===== src/rtl/sfl_pkg.sv =====
package sfl_pkg;
  typedef enum logic [2:0] {OP_READ, OP_SERASE, OP_CERASE, OP_IDENT, OP_UNPROT} op_e;
  typedef enum logic [2:0] {FR_POLL, FR_WREN, FR_MAIN, FR_EWSR, FR_WRSR} frame_e;
  typedef enum logic [2:0] {ST_IDLE, ST_LOAD, ST_XFER, ST_DRAIN, ST_GAP} state_e;

  typedef struct packed {
    logic       start;
    logic [7:0] tx;
  } sfl_cmd_t;

  typedef struct packed {
    logic       done;
    logic [7:0] rx;
  } sfl_rsp_t;

  localparam logic [7:0] OPC_READ   = 8'h03;
  localparam logic [7:0] OPC_FREAD  = 8'h0B;
  localparam logic [7:0] OPC_SERASE = 8'h20;
  localparam logic [7:0] OPC_CERASE = 8'hC7;
  localparam logic [7:0] OPC_RDSR   = 8'h05;
  localparam logic [7:0] OPC_WREN   = 8'h06;
  localparam logic [7:0] OPC_EWSR   = 8'h50;
  localparam logic [7:0] OPC_WRSR   = 8'h01;
  localparam logic [7:0] OPC_JEDEC  = 8'h9F;
  localparam logic [7:0] FILL       = 8'hA5;
  localparam logic [23:0] ID_EXPECT = 24'hBF254A;
endpackage


===== src/rtl/sfl_datapath.sv =====
module sfl_datapath
  import sfl_pkg::*;
#(
  parameter int DIV_W = 8
) (
  input  logic             clk,
  input  logic             rstN,
  input  logic [DIV_W-1:0] clkDiv,
  input  sfl_cmd_t         cmd,
  input  logic             miso,
  output logic             sclk,
  output logic             mosi,
  output sfl_rsp_t         rsp
);
  logic [7:0]       shOut, shIn;
  logic [2:0]       bitCnt;
  logic [DIV_W-1:0] divCnt;
  logic             busyQ, sclkQ, doneQ;

  always_ff @(posedge clk or negedge rstN) begin
    if (!rstN) begin
      shOut <= '0; shIn <= '0; bitCnt <= '0; divCnt <= '0;
      busyQ <= 1'b0; sclkQ <= 1'b0; doneQ <= 1'b0;
    end else begin
      doneQ <= 1'b0;
      if (cmd.start && !busyQ) begin
        shOut  <= cmd.tx;
        busyQ  <= 1'b1;
        bitCnt <= '0;
        divCnt <= '0;
        sclkQ  <= 1'b0;
      end else if (busyQ) begin
        if (divCnt == clkDiv) begin
          divCnt <= '0;
          if (!sclkQ) begin
            sclkQ <= 1'b1;
            shIn  <= {shIn[6:0], miso};
          end else begin
            sclkQ  <= 1'b0;
            shOut  <= {shOut[6:0], 1'b0};
            bitCnt <= bitCnt + 3'd1;
            if (bitCnt == 3'd7) begin
              busyQ <= 1'b0;
              doneQ <= 1'b1;
            end
          end
        end else begin
          divCnt <= divCnt + 1'b1;
        end
      end
    end
  end

  assign sclk     = sclkQ;
  assign mosi     = shOut[7];
  assign rsp.done = doneQ;
  assign rsp.rx   = shIn;

  AST_MOSI_STABLE_HIGH: assert property (@(posedge clk) disable iff (!rstN)
    sclkQ |-> $stable(mosi));
endmodule


===== src/rtl/sfl_ctrl.sv =====
module sfl_ctrl
  import sfl_pkg::*;
#(
  parameter int LEN_W     = 16,
  parameter int GAP_CLKS  = 2,
  parameter bit FAST_READ = 1'b1
) (
  input  logic             clk,
  input  logic             rstN,
  input  logic             reqValid,
  output logic             reqReady,
  input  logic [2:0]       reqOp,
  input  logic [23:0]      reqAddr,
  input  logic [LEN_W-1:0] reqLen,
  output logic             rdValid,
  input  logic             rdReady,
  output logic [7:0]       rdData,
  output logic             opDone,
  output logic [23:0]      idBytes,
  output logic             idMatch,
  output logic             noDevice,
  output logic             csN,
  output sfl_cmd_t         cmd,
  input  sfl_rsp_t         rsp
);
  localparam int IDX_W = LEN_W + 1;
  localparam int HDR   = FAST_READ ? 5 : 4;
  localparam int GAP_W = $clog2(GAP_CLKS) + 1;
  localparam logic [7:0] RD_OPC = FAST_READ ? OPC_FREAD : OPC_READ;

  state_e           state;
  frame_e           frame;
  op_e              opQ;
  logic [23:0]      addrQ, effAddr;
  logic [LEN_W-1:0] lenQ;
  logic [IDX_W-1:0] idx;
  logic [GAP_W-1:0] gapCnt;
  logic             pollClear, endFrame, csQ, rdValidQ, doneQ;
  logic [7:0]       txNext, hdrByte, rdDataQ;
  logic [23:0]      idReg;

  assign effAddr = (opQ == OP_SERASE) ? {addrQ[11:0], 12'h000} : addrQ;

  always_comb begin
    case (idx)
      IDX_W'(1): hdrByte = effAddr[23:16];
      IDX_W'(2): hdrByte = effAddr[15:8];
      IDX_W'(3): hdrByte = effAddr[7:0];
      default:   hdrByte = FILL;
    endcase
    txNext   = FILL;
    endFrame = 1'b0;
    case (frame)
      FR_POLL: begin txNext = (idx == '0) ? OPC_RDSR : FILL; endFrame = pollClear; end
      FR_WREN: begin txNext = OPC_WREN; endFrame = (idx != '0); end
      FR_EWSR: begin txNext = OPC_EWSR; endFrame = (idx != '0); end
      FR_WRSR: begin txNext = (idx == '0) ? OPC_WRSR : 8'h00; endFrame = (idx >= IDX_W'(2)); end
      FR_MAIN: begin
        case (opQ)
          OP_READ:   begin txNext = (idx == '0) ? RD_OPC : hdrByte;
                           endFrame = (idx == IDX_W'(HDR) + IDX_W'(lenQ)); end
          OP_SERASE: begin txNext = (idx == '0) ? OPC_SERASE : hdrByte;
                           endFrame = (idx == IDX_W'(4)); end
          OP_CERASE: begin txNext = OPC_CERASE; endFrame = (idx != '0); end
          OP_IDENT:  begin txNext = (idx == '0) ? OPC_JEDEC : FILL;
                           endFrame = (idx == IDX_W'(4)); end
          default:   endFrame = 1'b1;
        endcase
      end
      default: endFrame = 1'b1;
    endcase
  end

  always_ff @(posedge clk or negedge rstN) begin
    if (!rstN) begin
      state <= ST_IDLE; frame <= FR_POLL; opQ <= OP_READ;
      addrQ <= '0; lenQ <= '0; idx <= '0; gapCnt <= '0;
      pollClear <= 1'b0; csQ <= 1'b1; rdValidQ <= 1'b0; doneQ <= 1'b0;
      rdDataQ <= '0; idReg <= '0; idBytes <= '0; idMatch <= 1'b0; noDevice <= 1'b0;
      cmd <= '0;
    end else begin
      cmd.start <= 1'b0;
      doneQ     <= 1'b0;
      case (state)
        ST_IDLE: if (reqValid) begin
          opQ <= op_e'(reqOp); addrQ <= reqAddr; lenQ <= reqLen;
          frame <= FR_POLL; idx <= '0; pollClear <= 1'b0;
          state <= ST_LOAD;
        end
        ST_LOAD: if (endFrame) begin
          csQ <= 1'b1; gapCnt <= '0; state <= ST_GAP;
          if (frame == FR_MAIN && opQ == OP_IDENT) begin
            idBytes  <= idReg;
            idMatch  <= (idReg == ID_EXPECT);
            noDevice <= (idReg != ID_EXPECT);
          end
        end else begin
          csQ <= 1'b0; cmd.start <= 1'b1; cmd.tx <= txNext; state <= ST_XFER;
        end
        ST_XFER: if (rsp.done) begin
          state <= ST_LOAD;
          idx   <= (frame == FR_POLL) ? IDX_W'(1) : idx + 1'b1;
          if (frame == FR_POLL && idx != '0 && !rsp.rx[0]) pollClear <= 1'b1;
          if (frame == FR_MAIN && opQ == OP_IDENT && idx != '0) idReg <= {idReg[15:0], rsp.rx};
          if (frame == FR_MAIN && opQ == OP_READ && idx >= IDX_W'(HDR)) begin
            rdDataQ <= rsp.rx; rdValidQ <= 1'b1; state <= ST_DRAIN;
          end
        end
        ST_DRAIN: if (rdReady) begin
          rdValidQ <= 1'b0; state <= ST_LOAD;
        end
        ST_GAP: begin
          gapCnt <= gapCnt + 1'b1;
          if (gapCnt == GAP_W'(GAP_CLKS - 1)) begin
            idx <= '0; pollClear <= 1'b0; state <= ST_LOAD;
            case (frame)
              FR_POLL: frame <= (opQ == OP_SERASE || opQ == OP_CERASE) ? FR_WREN :
                                (opQ == OP_UNPROT) ? FR_EWSR : FR_MAIN;
              FR_WREN: frame <= FR_MAIN;
              FR_EWSR: frame <= FR_WRSR;
              default: begin state <= ST_IDLE; doneQ <= 1'b1; end
            endcase
          end
        end
        default: state <= ST_IDLE;
      endcase
    end
  end

  assign reqReady = (state == ST_IDLE);
  assign csN      = csQ;
  assign rdValid  = rdValidQ;
  assign rdData   = rdDataQ;
  assign opDone   = doneQ;

  AST_ACCEPT_HOLDS_OFF: assert property (@(posedge clk) disable iff (!rstN)
    (reqValid && reqReady) |=> !reqReady);
  AST_IDLE_DESELECTED: assert property (@(posedge clk) disable iff (!rstN)
    reqReady |-> csN);
  AST_DONE_READY: assert property (@(posedge clk) disable iff (!rstN)
    opDone |-> reqReady);
  AST_RD_HELD: assert property (@(posedge clk) disable iff (!rstN)
    (rdValid && !rdReady) |=> (rdValid && $stable(rdData)));
  AST_GAP_MIN: assert property (@(posedge clk) disable iff (!rstN)
    $rose(csN) |=> csN);
endmodule


===== src/rtl/spi_flash_seq.sv =====
module spi_flash_seq
  import sfl_pkg::*;
#(
  parameter int DIV_W     = 8,
  parameter int LEN_W     = 16,
  parameter int GAP_CLKS  = 2,
  parameter bit FAST_READ = 1'b1
) (
  input  logic             clk,
  input  logic             rstN,
  input  logic [DIV_W-1:0] clkDiv,
  input  logic             reqValid,
  output logic             reqReady,
  input  logic [2:0]       reqOp,
  input  logic [23:0]      reqAddr,
  input  logic [LEN_W-1:0] reqLen,
  output logic             rdValid,
  input  logic             rdReady,
  output logic [7:0]       rdData,
  output logic             opDone,
  output logic [23:0]      idBytes,
  output logic             idMatch,
  output logic             noDevice,
  output logic             csN,
  output logic             sclk,
  output logic             mosi,
  input  logic             miso
);
  sfl_cmd_t cmd;
  sfl_rsp_t rsp;

  sfl_ctrl #(.LEN_W(LEN_W), .GAP_CLKS(GAP_CLKS), .FAST_READ(FAST_READ)) u_ctrl (
    .clk(clk), .rstN(rstN), .reqValid(reqValid), .reqReady(reqReady),
    .reqOp(reqOp), .reqAddr(reqAddr), .reqLen(reqLen),
    .rdValid(rdValid), .rdReady(rdReady), .rdData(rdData), .opDone(opDone),
    .idBytes(idBytes), .idMatch(idMatch), .noDevice(noDevice),
    .csN(csN), .cmd(cmd), .rsp(rsp)
  );

  sfl_datapath #(.DIV_W(DIV_W)) u_dp (
    .clk(clk), .rstN(rstN), .clkDiv(clkDiv), .cmd(cmd), .miso(miso),
    .sclk(sclk), .mosi(mosi), .rsp(rsp)
  );

  AST_SCLK_LOW_DESELECTED: assert property (@(posedge clk) disable iff (!rstN)
    csN |-> !sclk);
endmodule


===== config.mk =====
export PLATFORM = sky130hd
export DESIGN_NAME = spi_flash_seq
export DESIGN_NICKNAME = d
export VERILOG_FILES = /design/src/rtl/sfl_pkg.sv /design/src/rtl/sfl_datapath.sv /design/src/rtl/sfl_ctrl.sv /design/src/rtl/spi_flash_seq.sv
export SDC_FILE = /design/constraint.sdc
export NUM_CORES = 1
export LEC_CHECK = 0
export BUFFER_PORTS_ARGS = -buffer_cell sky130_fd_sc_hd__buf_2
export CAP_MARGIN = 20
export CELL_PAD_IN_SITES_DETAIL_PLACEMENT = 0
export CELL_PAD_IN_SITES_GLOBAL_PLACEMENT = 1
export CORE_ASPECT_RATIO = 0.8
export CORE_MARGIN = 3
export CORE_UTILIZATION = 46
export CTS_BUF_LIST = sky130_fd_sc_hd__clkbuf_16
export DETAILED_ROUTE_END_ITERATION = 16
export PLACE_DENSITY = 0.81
export SLEW_MARGIN = 20
export SYNTH_ARGS = -nofsm -noshare
export SYNTH_HDL_FRONTEND = slang
export SYNTH_SLANG_ARGS = --single-unit

===== constraint.sdc =====
create_clock -name clk -period 3.9 [get_ports clk]
set_clock_uncertainty 0.2 [all_clocks]
set_input_delay 0.39 -clock clk [delete_from_list [all_inputs] [get_ports clk]]
set_output_delay 0.39 -clock clk [all_outputs]
set_load 0.005 [all_outputs]

* Word level (Yosys, flattened, before mapping) *
Index checks and enable logic that the tools add are counted.

operators by class
  order comparisons = 2
  eq/ne operators = 30
  reductions and logical operators = 39
  bitwise logic cells = 3
  shift operators = 0
  $mul = 0
  multiplexer cells = 72
  div/mod/pow operators = 0
  add/subtract/negate cells = 5

operator list
  kind                     number
  $mux W8                  10
  $mux W17                 4
  $pmux W17 S3             1
  $pmux W8 S5              1
  $mux W3                  12
  $eq A17 B2 Y1 const B    2
  $pmux W8 S4              1
  $mux W1                  28
  $eq A24 B24 Y1 const B   1
  $mux W24                 1
  $ne A24 B24 Y1 const B   1
  $pmux W8 S3              1
  $reduce_and A4 Y1        5
  $eq A3 B2 Y1 const B     6
  $mux W9                  2
  $add A17 B1 Y17 const B  1
  $add A3 B16 Y17 const A  1
  $eq A17 B1 Y1 const B    1
  $eq A17 B17 Y1           1
  $eq A17 B3 Y1 const B    1
  $ge A17 B2 Y1 const B    1
  $ge A17 B3 Y1 const B    1
  $logic_not A17 Y1        1
  $reduce_bool A17 Y1      1
  31 further kinds         66

word-level totals
  bits in writable memories = 0
  output and inout bits = 40
  memory bits (read-only) = 0
  bits in latches = 0
  register bits after elaboration = 169
  memories kept = 0
  input bits = 56

* Longest topological paths before layout *
  word-level depth = 8
  mapped depth = 12

* Modules after synthesis *
Synthesis repeated with hierarchy kept, for this count alone.

second synthesis, totals
  cells, all modules = 784
  area total of the unflattened synthesis = 8690.8 um^2

modules (own cells, without submodules)
  module        cells each  area each (um^2)  instances  seq. area each (um^2)
  sfl_ctrl      654         7244.4            1          3479.6
  sfl_datapath  130         1446.4            1          750.7

* Least setup slack after synthesis *
No wires, ideal clock.

  path kind = reg-to-reg
  start = reg u_ctrl.lenQ[0]
  end = reg u_ctrl.cmd[0] (netlist name)
  slack = 0.980 ns
  stages on the path, launching flop included = 11
  arrival time = 2.595 ns
  data required time = 3.575 ns
  path through = dfrtp_1 -> ha_1 -> o2111ai_4 -> xnor2_1 -> mux2_1 -> o22a_1 -> nor3_2 -> nand3_1 -> a21oi_2 -> buf_6 -> mux2_4

between the ends
  longest elaborated chain between the ends = 6

ends and longest elaborated chain
  item                                line            source
  start: declaration                  sfl_ctrl.sv:35  logic [LEN_W-1:0] lenQ;
  start signal: assignment            sfl_ctrl.sv:86  opQ <= op_e'(reqOp); addrQ <= reqAddr; lenQ <= reqLen;
  $add A3 B16 Y17                     sfl_ctrl.sv:61  endFrame = (idx == IDX_W'(HDR) + IDX_W'(lenQ)); end
  $eq A17 B17 Y1                      sfl_ctrl.sv:61
  $pmux W1 S3                         sfl_ctrl.sv:59  case (opQ)
  $pmux W1 S4                         sfl_ctrl.sv:53  case (frame)
  $not A1 Y1 (no source line)         --
  $reduce_and A2 Y1 (no source line)  --

No other way between the ends.
A chain may end at the register's enable or synchronous reset.

* Worst setup path in the final report *
  start = reg u_ctrl.opQ[2]
  end = reg u_ctrl.cmd[7] (netlist name)

between the ends
  longest elaborated chain between the ends = 6
  elaborated cells between the ends (all ways) = 15

ends and longest elaborated chain
  item                                              line                            source
  start: declaration                                sfl_ctrl.sv:33                  op_e opQ;
  start signal: assignment                          sfl_ctrl.sv:86
  $eq A3 B1 Y1 or $eq A3 B2 Y1 (tied branches)      sfl_ctrl.sv:42, sfl_ctrl.sv:59
  $mux W24 or $reduce_or A2 Y1 (tied branches)      --
  $pmux W8 S3 or $pmux W1 S3 (tied branches)        sfl_ctrl.sv:45, sfl_ctrl.sv:59
  $mux W8 (tied with other cells)                   sfl_ctrl.sv:62                  OP_SERASE: begin txNext = (idx == '0) ? OPC_SERASE : hdrByte;
  $pmux W8 S4 or $not A1 Y1 (tied branches)         --
  $pmux W8 S5 or $reduce_and A2 Y1 (tied branches)  --

Several ways; a longest one is shown, not always the timed one.

==> metrics.cfg <==
[yosys]
ys.flop_type=dfrtp_1
syn-num-nets=964
ys_warn_count=0
synth.top_cell.area_share_pct=47.0
yosysMostFrequentCell=dfrtp_1
syn_inst=899
yosysTopAreaCell=dfrtp_1
synthArstFlopShare_pct=100
synth_enable_flop_cells=0
synth_area_leaders=dfrtp_1 47%, mux2_2 11%, nand2_1 5.3%
synth_seq_cells=169
synth_cell_types=73
yosysSeqAreaShare_pct=47.3
syn-cell-area_mm2=0.00895
synth_area_per_cell_um2=9.96
synth_common_cells=168 x dfrtp_1, 126 x nand2_1, 87 x mux2_2

[power]
p_per_area_mw_per_mm2=590
pwr-share-clk_pct=28.4
p_seq_share_pct=40.2
internal_power_mw=4.06
p_comb_share_pct=31.3
switchingPower_mw=2.25
p_leak_nw=4.90
vdd_drop_max_v=0.000340
sw_frac_of_total_pct=35.6

[drt]
ant_nets=0
routed_wl_um=22700
vias_per_cell=5.60
firstDrtPassIters=5
dr_total_vias=7186
drt_iter0_drc=562
drc_errors=0
wl_per_cell_um=17.7

[global_route]
grt_usage_pct=22.3
antenna_found_initial=0
gr-total-overflow=0
grt_pass1_wl_um=37600
grt_max_degree=92
grt_pass1_vias=6796

[setup_path]
criticalPathCategory=reg2reg
cp.arrival_ns=3.48
worstPathRequired_ns=4.02
crit_start=u_ctrl.opQ[2]$_DFFE_PN0P_
worstSetupStartpointType=flop
worstReg2RegStart=u_ctrl.opQ[2]$_DFFE_PN0P_
worst_setup_path_end_kind=flop
crit_fanout=14

[timing]
setup_viol=0
fin_crit_sh_pct=86.1
rsz0062_at_grt=no
period_needed_ns=3.36
finalHoldViolations=0
worst_slew_pin_slew_ns=1.04
slew_headroom_pct=30.9
slew_viol_final=0
fmax_mhz=298
fin_hold_ws_ns=0.0108
fin_setup_tns_ns=0

[floorplan]
die_w_um=162
die_y_um=131
start_util_pct=48.1
std_cell_rows=44
dieArea_mm2=0.0212
core_area_mm2=0.0186
pin_count=96

[flow_run]
drv_cap=0

[run_status]
status=complete, no violations

[finish]
nNetsFinal=1083
n_antenna_cell=0
syn_to_final_growth_pct=19.5
drive_gt1_share_pct=24.2

[clocking]
htree_levels=4
cts-resized-gates=0
cts.reportedPaths.clkPinSlew_ns=0.07
cts_setup_buffers=0
clock_path_buffers=2
hold_buffers=44
clkSinkCount=169
ctsRootBufferMaster=clkbuf_16
cts_tree=built
insertion_delay_ns=0.44
cts_inserted_buffers=17

[placed_design]
hpwl_um=15500
gp_congestion=0.889
numPortBuffers=95

[hold_path]
min_path_type=in2reg
min-delay-start=reqAddr[11]

## final timing paths
check / end / slack [ns] / cells past startpoint
max: u_ctrl.cmd[7]$_DFFE_PN0P_ / 0.54 / 9
min: u_ctrl.addrQ[11]$_DFFE_PN0P_ / 0.01 / 2
max reg2reg: u_ctrl.cmd[7]$_DFFE_PN0P_ / 0.54 / 9
min reg2reg: u_ctrl.pollClear$_DFFE_PN0P_ / 0.30 / 2
max in group asynchronous: u_ctrl.addrQ[21]$_DFFE_PN0P_ / 2.39 / 3
min in group asynchronous: u_ctrl.idx[8]$_DFFE_PN0P_ / 0.21 / 2
## area by class of cell
class / count / area (um2)
Sequential cell: 169 / 4230
Tap cell: 253 / 317
Fill cell: 1672 / 7920
Clock inverter: 15 / 191
Inverter: 19 / 71.3
Multi-Input combinational cell: 660 / 4430
Clock buffer: 17 / 425
Timing Repair Buffer: 151 / 1020
## metal layers
| layer | vias up | track usage (%) | routed length [um] |
|---|---|---|---|
| li1 | 3464 | - | - |
| met1 | 3522 | 35.2 | 11800 |
| met2 | 180 | 30.3 | 9410 |
| met3 | 20 | 5.99 | 1310 |
| met4 | 0 | 4.61 | 215 |
| met5 | - | 0 | 0 |
## power groups by stage
stage / registers (mW) / clock network [mW] / logic [mW]
after floorplan: 2.35 / 0 / 1.63
after global placement: 2.56 / 0 / 1.91
after detailed placement: 2.57 / 0 / 1.93
after CTS: 2.54 / 1.82 / 1.97
after global routing: 2.60 / 1.90 / 2.20
final: 2.54 / 1.79 / 1.98
## logic make-up (layout without fill, tap and decap cells)
| group | Yosys count | in the layout | share of synthesized area (%) |
|---|---|---|---|
| flip-flops | 169 | 169 | 47.3 |
| multiplexers | 110 | 110 | 13.9 |
| XOR/XNOR | 33 | 33 | 3.23 |
| AND/OR/NAND/NOR | 372 | 372 | 21.0 |
| adder cells (fa/ha/maj) | 9 | 9 | 1.26 |
| buffers and inverters | 70 | 202 | 3.22 |
| AO/OA/AOI/OAI | 136 | 136 | 10.1 |
## layout by cell type, fill, tap and decap left out, types with 6 or more instances in the layout
| cell | count |
|---|---|
| nor2b_1 | 7 |
| ha_1 | 9 |
| nor4_1 | 11 |
| dlygate4sd3_1 | 44 |
| mux2_4 | 7 |
| inv_1 | 21 |
| nor3_1 | 16 |
| xor2_1 | 18 |
| dfrtp_1 | 168 |
| buf_4 | 11 |
| or2_0 | 24 |
| mux2_2 | 87 |
| clkbuf_16 | 17 |
| nand4_1 | 11 |
| xnor2_1 | 15 |
| nand3_1 | 76 |
| and3_1 | 13 |
| nor2_1 | 40 |
| buf_2 | 94 |
| nand2_1 | 126 |
| mux2i_1 | 15 |
| a21oi_1 | 21 |
| nand2b_1 | 8 |
| o21ai_0 | 50 |
| or3_1 | 6 |
## critical path: stages (launching register included)
cell,delay (ns)
dfrtp_1,0.54
nor2b_1,0.74
or4_1,0.25
a21o_1,0.12
nand4_1,0.10
nor4_2,0.36
nand3_1,0.20
a21oi_2,0.16
buf_4,0.22
mux2_2,0.35
## state kept, by name, summed over array words and instances, names as in the netlist, 2 cells and up
name / cells
u_ctrl.idx: 17
u_dp.bitCnt: 3
u_ctrl.idReg: 24
u_ctrl.addrQ: 24
u_ctrl.rdData: 8
u_ctrl.idBytes: 24
u_ctrl.lenQ: 16
u_ctrl.gapCnt: 2
u_dp.shIn: 8
u_ctrl.opQ: 3
u_ctrl.cmd: 9
u_dp.divCnt: 8
u_dp.shOut: 8
u_ctrl.state: 3
u_ctrl.frame: 3
## metrics by stage
stage                     utilization, %  cell area [um2]  worst slack [ns]  instances  power (mW)
final                               57.5            10700             0.541       1284        6.31
after global routing                57.5            10700             0.316       1284        6.70
after CTS                           57.5            10700             0.546       1284        6.34
after detailed placement            51.8             9640             0.561       1208        4.50
after global placement              51.8             9640             0.628       1208        4.47
after floorplan                        -             8950             0.980        899        3.98
(Power assumes the default switching activity.)
